===== config.mk =====
export PLATFORM = sky130hd
export DESIGN_NAME = adc_read_ctrl
export DESIGN_NICKNAME = d
export VERILOG_FILES = /design/src/rtl/adc_rd_pkg.sv /design/src/rtl/rd_sync.sv /design/src/rtl/rd_timer.sv /design/src/rtl/rd_sclk_gen.sv /design/src/rtl/rd_capture.sv /design/src/rtl/adc_read_ctrl.sv
export SDC_FILE = /design/constraint.sdc
export NUM_CORES = 1
export LEC_CHECK = 0
export ABC_AREA = 1
export BUFFER_PORTS_ARGS = -buffer_cell sky130_fd_sc_hd__buf_2
export CORE_ASPECT_RATIO = 1.25
export CORE_MARGIN = 2
export CORE_UTILIZATION = 55
export CTS_CLUSTER_DIAMETER = 80
export DETAILED_ROUTE_END_ITERATION = 8
export PLACE_DENSITY = 0.78
export SETUP_SLACK_MARGIN = 0.05
export SLEW_MARGIN = 20
export SYNTH_ARGS = -nofsm -noshare
export SYNTH_HDL_FRONTEND = slang
export SYNTH_HIERARCHICAL = 1
export SYNTH_SLANG_ARGS = --single-unit

===== constraint.sdc =====
create_clock -name clk -period 3.7 [get_ports clk]
set_clock_uncertainty 0.05 [all_clocks]
set_input_delay 0.74 -clock clk [delete_from_list [all_inputs] [get_ports clk]]
set_output_delay 0.74 -clock clk [all_outputs]
set_load 0.01 [all_outputs]

===== src/rtl/adc_rd_pkg.sv =====
package adc_rd_pkg;

  localparam int RES_W      = 12;
  localparam int BYTE_W     = 8;
  localparam int CONT_EDGES = RES_W + 1;
  localparam int BYTE_EDGES = 2 * BYTE_W;
  localparam int CAP_W      = BYTE_EDGES;
  localparam int EDGE_W     = $clog2(BYTE_EDGES + 1);

  typedef enum logic [1:0] {
    ST_IDLE,
    ST_CONV,
    ST_SHIFT,
    ST_RECOVER
  } rd_state_t;

  // Number of clock pulses in one frame for the chosen shape.
  function automatic logic [EDGE_W-1:0] edges_for(input logic byte_m);
    return byte_m ? EDGE_W'(BYTE_EDGES) : EDGE_W'(CONT_EDGES);
  endfunction

  // Cycles of the low phase that follows a falling edge.
  function automatic int low_phase(input int div_half, input int gap_mult,
                                   input logic byte_m, input int rises_done);
    return (byte_m && rises_done == BYTE_W) ? gap_mult * div_half : div_half;
  endfunction

  // The 12-bit word taken from the captured stream (newest bit at index 0).
  function automatic logic [RES_W-1:0] result_of(input logic [CAP_W-1:0] cap,
                                                 input logic byte_m);
    return byte_m ? cap[CAP_W-2 -: RES_W] : cap[RES_W-1:0];
  endfunction

  // The marker bit that came first in the frame.
  function automatic logic lead_of(input logic [CAP_W-1:0] cap, input logic byte_m);
    return byte_m ? cap[CAP_W-1] : cap[RES_W];
  endfunction

  function automatic int max3(input int a, input int b, input int c);
    int m;
    m = (a > b) ? a : b;
    return (m > c) ? m : c;
  endfunction

endpackage


===== src/rtl/rd_sync.sv =====
module rd_sync #(
  parameter int STAGES = 2
) (
  input  logic clk,
  input  logic rst_n,
  input  logic din,
  output logic dout
);

  logic [STAGES-1:0] stg;

  generate
    if (STAGES == 1) begin : g_one
      always_ff @(posedge clk or negedge rst_n) begin
        if (!rst_n) stg <= '0;
        else        stg <= din;
      end
    end else begin : g_chain
      always_ff @(posedge clk or negedge rst_n) begin
        if (!rst_n) stg <= '0;
        else        stg <= {stg[STAGES-2:0], din};
      end
    end
  endgenerate

  assign dout = stg[STAGES-1];

endmodule


===== src/rtl/rd_timer.sv =====
module rd_timer #(
  parameter int W = 12
) (
  input  logic         clk,
  input  logic         rst_n,
  input  logic         load,
  input  logic [W-1:0] load_val,
  output logic         zero
);

  logic [W-1:0] cnt;

  always_ff @(posedge clk or negedge rst_n) begin
    if (!rst_n)          cnt <= '0;
    else if (load)       cnt <= load_val;
    else if (cnt != '0)  cnt <= cnt - 1'b1;
  end

  assign zero = (cnt == '0);

endmodule


===== src/rtl/rd_sclk_gen.sv =====
module rd_sclk_gen
  import adc_rd_pkg::*;
#(
  parameter int DIV_HALF = 20,
  parameter int GAP_MULT = 3
) (
  input  logic              clk,
  input  logic              rst_n,
  input  logic              run,
  input  logic              byte_m,
  output logic              sclk,
  output logic              rise_evt,
  output logic              fall_evt,
  output logic [EDGE_W-1:0] rises
);

  localparam int GAP_CYC = GAP_MULT * DIV_HALF;
  localparam int PH_W    = $clog2(GAP_CYC) + 1;

  logic [PH_W-1:0] ph;
  logic            ph_end;

  assign ph_end   = run && (ph == '0);
  assign rise_evt = ph_end && !sclk;
  assign fall_evt = ph_end && sclk;

  always_ff @(posedge clk or negedge rst_n) begin
    if (!rst_n) begin
      sclk  <= 1'b0;
      ph    <= PH_W'(DIV_HALF - 1);
      rises <= '0;
    end else if (!run) begin
      sclk  <= 1'b0;
      ph    <= PH_W'(DIV_HALF - 1);
      rises <= '0;
    end else if (!ph_end) begin
      ph <= ph - 1'b1;
    end else if (!sclk) begin
      sclk  <= 1'b1;
      ph    <= PH_W'(DIV_HALF - 1);
      rises <= rises + 1'b1;
    end else begin
      sclk <= 1'b0;
      ph   <= PH_W'(low_phase(DIV_HALF, GAP_MULT, byte_m, int'(rises)) - 1);
    end
  end

  AST_RISE_LIMIT: assert property (@(posedge clk) disable iff (!rst_n)
    rise_evt |-> (rises < EDGE_W'(BYTE_EDGES)));

  AST_HIGH_ONLY_RUN: assert property (@(posedge clk) disable iff (!rst_n)
    !run |=> !sclk);

endmodule


===== src/rtl/rd_capture.sv =====
module rd_capture
  import adc_rd_pkg::*;
(
  input  logic             clk,
  input  logic             rst_n,
  input  logic             clear,
  input  logic             shift_en,
  input  logic             bit_in,
  output logic [CAP_W-1:0] cap
);

  always_ff @(posedge clk or negedge rst_n) begin
    if (!rst_n)        cap <= '0;
    else if (clear)    cap <= '0;
    else if (shift_en) cap <= {cap[CAP_W-2:0], bit_in};
  end

endmodule


===== src/rtl/adc_read_ctrl.sv =====
module adc_read_ctrl
  import adc_rd_pkg::*;
#(
  parameter int DIV_HALF    = 20,
  parameter int CONV_CYC    = 1700,
  parameter int CS_HIGH_CYC = 100,
  parameter int ACQ_CYC     = 300,
  parameter int SYNC_STAGES = 2
) (
  input  logic             clk,
  input  logic             rst_n,
  input  logic             start_req,
  input  logic             free_run,
  input  logic             byte_mode,
  input  logic             abort_req,
  output logic             adc_cs_n,
  output logic             adc_sclk,
  input  logic             adc_sdi,
  output logic [RES_W-1:0] result,
  output logic             result_valid,
  output logic             frame_err
);

  localparam int TMR_MAX = max3(CONV_CYC, CS_HIGH_CYC, ACQ_CYC);
  localparam int TMR_W   = $clog2(TMR_MAX) + 1;

  rd_state_t         st;
  logic              mode_q;
  logic              din_s, din_d;
  logic              tmr_zero, tmr_load;
  logic [TMR_W-1:0]  tmr_val;
  logic              rise_evt, fall_evt;
  logic [EDGE_W-1:0] rises;
  logic [CAP_W-1:0]  cap;

  // named events
  logic start_evt, eoc_evt, tmo_evt, abort_evt, frame_done;

  rd_sync #(.STAGES(SYNC_STAGES)) u_sync (
    .clk(clk), .rst_n(rst_n), .din(adc_sdi), .dout(din_s)
  );

  always_ff @(posedge clk or negedge rst_n) begin
    if (!rst_n) din_d <= 1'b0;
    else        din_d <= din_s;
  end

  assign start_evt  = (st == ST_IDLE) && (start_req || free_run);
  assign abort_evt  = (st == ST_CONV) && abort_req;
  assign eoc_evt    = (st == ST_CONV) && din_s && !din_d;
  assign tmo_evt    = (st == ST_CONV) && tmr_zero;
  assign frame_done = (st == ST_SHIFT) && fall_evt && (rises == edges_for(mode_q));

  assign tmr_load = start_evt || abort_evt || frame_done;

  always_comb begin
    if (start_evt)      tmr_val = TMR_W'(CONV_CYC - 1);
    else if (abort_evt) tmr_val = TMR_W'(ACQ_CYC - 1);
    else                tmr_val = TMR_W'(CS_HIGH_CYC - 1);
  end

  rd_timer #(.W(TMR_W)) u_tmr (
    .clk(clk), .rst_n(rst_n), .load(tmr_load), .load_val(tmr_val), .zero(tmr_zero)
  );

  rd_sclk_gen #(.DIV_HALF(DIV_HALF), .GAP_MULT(3)) u_sclk (
    .clk(clk), .rst_n(rst_n), .run(st == ST_SHIFT), .byte_m(mode_q),
    .sclk(adc_sclk), .rise_evt(rise_evt), .fall_evt(fall_evt), .rises(rises)
  );

  rd_capture u_cap (
    .clk(clk), .rst_n(rst_n), .clear(start_evt), .shift_en(rise_evt),
    .bit_in(din_s), .cap(cap)
  );

  always_ff @(posedge clk or negedge rst_n) begin
    if (!rst_n) begin
      st           <= ST_IDLE;
      adc_cs_n     <= 1'b1;
      mode_q       <= 1'b0;
      result       <= '0;
      result_valid <= 1'b0;
      frame_err    <= 1'b0;
    end else begin
      result_valid <= 1'b0;
      unique case (st)
        ST_IDLE: if (start_evt) begin
          st       <= ST_CONV;
          adc_cs_n <= 1'b0;
          mode_q   <= byte_mode;
        end
        ST_CONV: begin
          if (abort_evt) begin
            st       <= ST_RECOVER;
            adc_cs_n <= 1'b1;
          end else if (eoc_evt || tmo_evt) begin
            st <= ST_SHIFT;
          end
        end
        ST_SHIFT: if (frame_done) begin
          st           <= ST_RECOVER;
          adc_cs_n     <= 1'b1;
          result       <= result_of(cap, mode_q);
          frame_err    <= !lead_of(cap, mode_q);
          result_valid <= 1'b1;
        end
        ST_RECOVER: if (tmr_zero) st <= ST_IDLE;
        default: st <= ST_IDLE;
      endcase
    end
  end

  // checker state for the chip-select high time
  logic [31:0] chk_hi_run;
  logic        chk_seen, chk_aft_abort;

  always_ff @(posedge clk or negedge rst_n) begin
    if (!rst_n) begin
      chk_hi_run    <= '0;
      chk_seen      <= 1'b0;
      chk_aft_abort <= 1'b0;
    end else begin
      chk_hi_run <= adc_cs_n ? ((chk_hi_run != '1) ? chk_hi_run + 1'b1 : chk_hi_run) : '0;
      if (frame_done || abort_evt) begin
        chk_seen      <= 1'b1;
        chk_aft_abort <= abort_evt;
      end
    end
  end

  AST_SCLK_NEEDS_CS: assert property (@(posedge clk) disable iff (!rst_n)
    adc_sclk |-> !adc_cs_n);

  AST_CONV_CLOCK_IDLE: assert property (@(posedge clk) disable iff (!rst_n)
    (st == ST_CONV) |-> !adc_sclk);

  AST_VALID_ONE_CYCLE: assert property (@(posedge clk) disable iff (!rst_n)
    result_valid |=> !result_valid);

  AST_VALID_AT_CS_RISE: assert property (@(posedge clk) disable iff (!rst_n)
    result_valid |-> (adc_cs_n && $past(!adc_cs_n)));

  AST_CS_MIN_HIGH: assert property (@(posedge clk) disable iff (!rst_n)
    (!adc_cs_n && $past(adc_cs_n) && chk_seen) |->
      (chk_hi_run >= 32'(chk_aft_abort ? ACQ_CYC : CS_HIGH_CYC)));

endmodule


==> Flow_metrics.wiki <==
{| class="wikitable"
! Metric !! Value
|-
| Die ar. || 6680 um2
|-
| CTS hold repair buffers || 0
|-
| Library cell occupying the most area in the post-synthesis netlist || sky130_fd_sc_hd__dfrtp_1
|-
| Post-cts resize count || 0
|-
| Design Power || 2.37 mW
|-
| RR Startpoint || st[0]
|-
| Sum of net half-perimeters after detailed placement || 4.68 mm
|-
| Most used flip-flop cell after synthesis || sky130_fd_sc_hd__dfrtp_1
|-
| Worst-margin pin slew || 1060 ps
|-
| Post-synthesis cell count || 414
|-
| Worst Setup SP || st[0]
|-
| Number of port buffers || 22
|-
| Antenna-violating nets left || 0
|-
| Number of sinks driven by the clock tree || between 60 and 70
|-
| Avg Vias per Cell || 5.25
|-
| Hold Crit Start || u_sync/stg[0]
|-
| Power density over the cells || about 640 nW/um2
|-
| Total of endpoints with negative setup slack in the final report || 0
|-
| IO Count || 23
|-
| Worst Path Class, Setup || reg2reg
|-
| Final period utilization || 71.1%
|-
| GRT Total Usage || 21.5%
|-
| Placeable core area || 5820 um2
|-
| Number of DRC violations after detailed-routing iteration 0 || 113
|-
| Horizontal die dimension || 73.5 um
|-
| Leading post-synthesis cells by instance count || sky130_fd_sc_hd__nand2_1 (130), sky130_fd_sc_hd__dfrtp_1 (58), sky130_fd_sc_hd__inv_1 (41), sky130_fd_sc_hd__nand3_1 (40), sky130_fd_sc_hd__nor2_1 (30)
|-
| Height of the chip || 90.9 um
|-
| Initial core utilization || 57.1%
|-
| Final instance area || 3680 um2
|-
| Capture instance of the worst register-to-register path || u_tmr/cnt[6]
|-
| Number of enable-type register cells in the synthesized netlist || 0
|-
| Share of layout cells above drive strength 1 || approximately 16%
|-
| Number of hold-slack violations in the final timing report || 0
|-
| Number of slew-limit violations in the final report || 0
|-
| Yosys reg bits || 62
|-
| Placement row count || 31
|-
| Type of the worst min-delay path || reg2reg
|-
| Worst hold slack across all endpoints || 301 ps
|-
| RePlAce Congestion || just under 0.9
|-
| Result of the run || complete, no violations
|-
| Worst endpoint required time || 3870 ps
|-
| Number of global-route vias before repair || 2610
|-
| Clk buf depth || 2
|-
| Largest net degree at the start of global routing || 34
|-
| Post-layout minimum cycle time || 2630 ps
|-
| Most frequent cell after synthesis || sky130_fd_sc_hd__nand2_1
|-
| R2R Setup Slk || roughly 1100 ps
|-
| Number of buffers created by CTS || 9
|-
| Number of unique standard cell types used by synthesis || 30
|-
| Mean post-synth cell area || 8.02 um2
|-
| Routed Wire Length || 6.51 mm
|-
| Number of buffers inserted to repair setup after CTS || 0
|-
| Summed negative setup slack over all endpoints || 0 ps
|-
| DR DRC count || 0
|-
| Standard cell area after detailed placement || 3480 um2
|-
| Top cells by area, synth || sky130_fd_sc_hd__dfrtp_1 (44%), sky130_fd_sc_hd__nand2_1 (15%), sky130_fd_sc_hd__nand3_1 (6.0%), sky130_fd_sc_hd__inv_1 (4.6%), sky130_fd_sc_hd__o21ai_0 (3.8%)
|-
| Worst setup path endpoint || u_tmr/cnt[6]
|-
| Clock-pin slew reported for the worst setup and hold paths after clock tree synthesis || about 60 ps
|-
| Area share of the largest cell type after synthesis || roughly 44%
|-
| Kind of launch point of the worst setup path || flop
|-
| Maximum fanout count along the critical path || 16
|-
| F_max || 380 MHz
|-
| Share of flip-flops with an asynchronous set or reset after synthesis || 100%
|-
| Congestion Overflow GR || 0
|-
| CTS tree || done
|-
| First drt pass iteration count || 4
|-
| Maximum Capacitance Violations || 0
|-
| Setup repair after global routing missed its margin || no
|-
| Share of the yosys chip area belonging to registers || 46.9%
|-
| Worst slew margin || 28.9%
|-
| Util after Layout || about 63%
|-
| Leakage power summed over all cells || 2.00 nW
|-
| Arrival time worst endpoint || around 2800 ps
|-
| Via total after detailed routing || 2698
|-
| Clock latency on the worst-skew pair || 340 ps
|-
| Initial antenna violation count || 0
|-
| CP Capture Type || flop
|-
| Antenna cell count || 0
|-
| Final net count || 459
|-
| Synth warn || 6
|-
| Largest vdd supply drop || 0.351 mV
|-
| Master cell of the clock root buffer || sky130_fd_sc_hd__clkbuf_8
|-
| Worst Reg2Reg Path Length in Cells || 12
|-
| Global-route wire length before repair || 11.2 mm
|-
| Average wire per cell in the routed design || around 13 um
|-
| Layout area overhead || 10.7%
|-
| # H-tree levels || 3
|-
| Cell area after technology mapping || 3320 um2
|}
[per-layer routing]
| metal | track usage [%] | vias to the layer above | wire length [um] |
|---|---|---|---|
| met5 | 0 | - | 0 |
| met1 | 27.0 | 1263 | 2890 |
| met2 | 34.2 | 64 | 3180 |
| met4 | 11.5 | 0 | 146 |
| met3 | 4.46 | 11 | 285 |
| li1 | - | 1360 | - |
[registers in the layout (all words and copies together), names as in the netlist]
signal and flops:
u_cap/cap 16, u_sync/stg 2, result 12, u_sclk/ph 7
u_sclk/sclk 1, st 2, din_d 1, mode_q 1
frame_err 1, result_valid 1, u_tmr/cnt 12, u_sclk/rises 5
adc_cs_n 1
[kinds of logic (layout without fill, tap and decap cells)]
kind of cell	Yosys count	in the layout	share of synthesized area [%]
simple gates	233	233	31.6
other cells	2	6	0.226
compound gates	35	35	5.47
buf+inv	56	86	7.46
mux	12	12	3.62
xor+xnor	5	5	1.32
fa+ha+maj	9	9	3.39
flops	62	62	46.9
[worst max-delay path: stages (launching register included)]
cell and delay [ps]:
sky130_fd_sc_hd__dfrtp_1 410, sky130_fd_sc_hd__inv_1 130, sky130_fd_sc_hd__ha_1 390, sky130_fd_sc_hd__nand2_2 140
sky130_fd_sc_hd__nor2_1 120, sky130_fd_sc_hd__nand2_1 60, sky130_fd_sc_hd__nor2_1 110, sky130_fd_sc_hd__nand2_1 100
sky130_fd_sc_hd__nand2_1 370, sky130_fd_sc_hd__inv_1 260, sky130_fd_sc_hd__or2_1 260, sky130_fd_sc_hd__nand2_1 70
sky130_fd_sc_hd__nor2_1 40
[cells in the final DEF, fill, tap and decap left out, types with 4 or more instances in the layout]
cell / Yosys / final
sky130_fd_sc_hd__xor2_1: 5 / 5
sky130_fd_sc_hd__nor2_2: 5 / 5
sky130_fd_sc_hd__dfrtp_1: 58 / 58
sky130_fd_sc_hd__nand3_1: 40 / 40
sky130_fd_sc_hd__dfstp_2: 4 / 4
sky130_fd_sc_hd__nor2_4: 5 / 5
sky130_fd_sc_hd__inv_1: 41 / 41
sky130_fd_sc_hd__o21ai_0: 25 / 25
sky130_fd_sc_hd__conb_1: 2 / 6
sky130_fd_sc_hd__nand2_1: 130 / 130
sky130_fd_sc_hd__clkbuf_8: 0 / 11
sky130_fd_sc_hd__mux2i_1: 12 / 12
sky130_fd_sc_hd__ha_1: 9 / 9
sky130_fd_sc_hd__inv_2: 4 / 4
sky130_fd_sc_hd__nor2_1: 30 / 30
sky130_fd_sc_hd__a21oi_1: 5 / 5
sky130_fd_sc_hd__buf_2: 6 / 22
sky130_fd_sc_hd__nand2_2: 9 / 9
[area by class of cell]
class                           instances  area, um2
Inverter                               45        169
Fill cell                             489       2140
Sequential cell                        62       1560
Tap cell                               66       82.6
Clock buffer                           12        155
Clock inverter                          4       45.0
Multi-Input combinational cell        300       1540
Timing Repair Buffer                   25        133
[power breakdown]
| group | switching (mW) | internal, mW |
|---|---|---|
| Sequential | 0.139 | 0.794 |
| Clock | 0.248 | 0.344 |
| Combinational | 0.547 | 0.293 |
[stage by stage]
stage                     worst slack, ps  cells
after global placement               1220    498
final                                1070    514
after floorplan                      1530    418
after detailed placement             1090    498
after CTS                            1070    514
after global routing                  749    514
[worst min-delay path by stage]
stage | endpoint | depth (start not counted)
floorplan | u_sync/stg[1] | 0
global route | u_sync/stg[1] | 0
finish | u_sync/stg[1] | 0
global placement | u_sync/stg[1] | 0
CTS | u_sync/stg[1] | 0
detailed placement | u_sync/stg[1] | 0
Power figures use the tool's default switching activity.
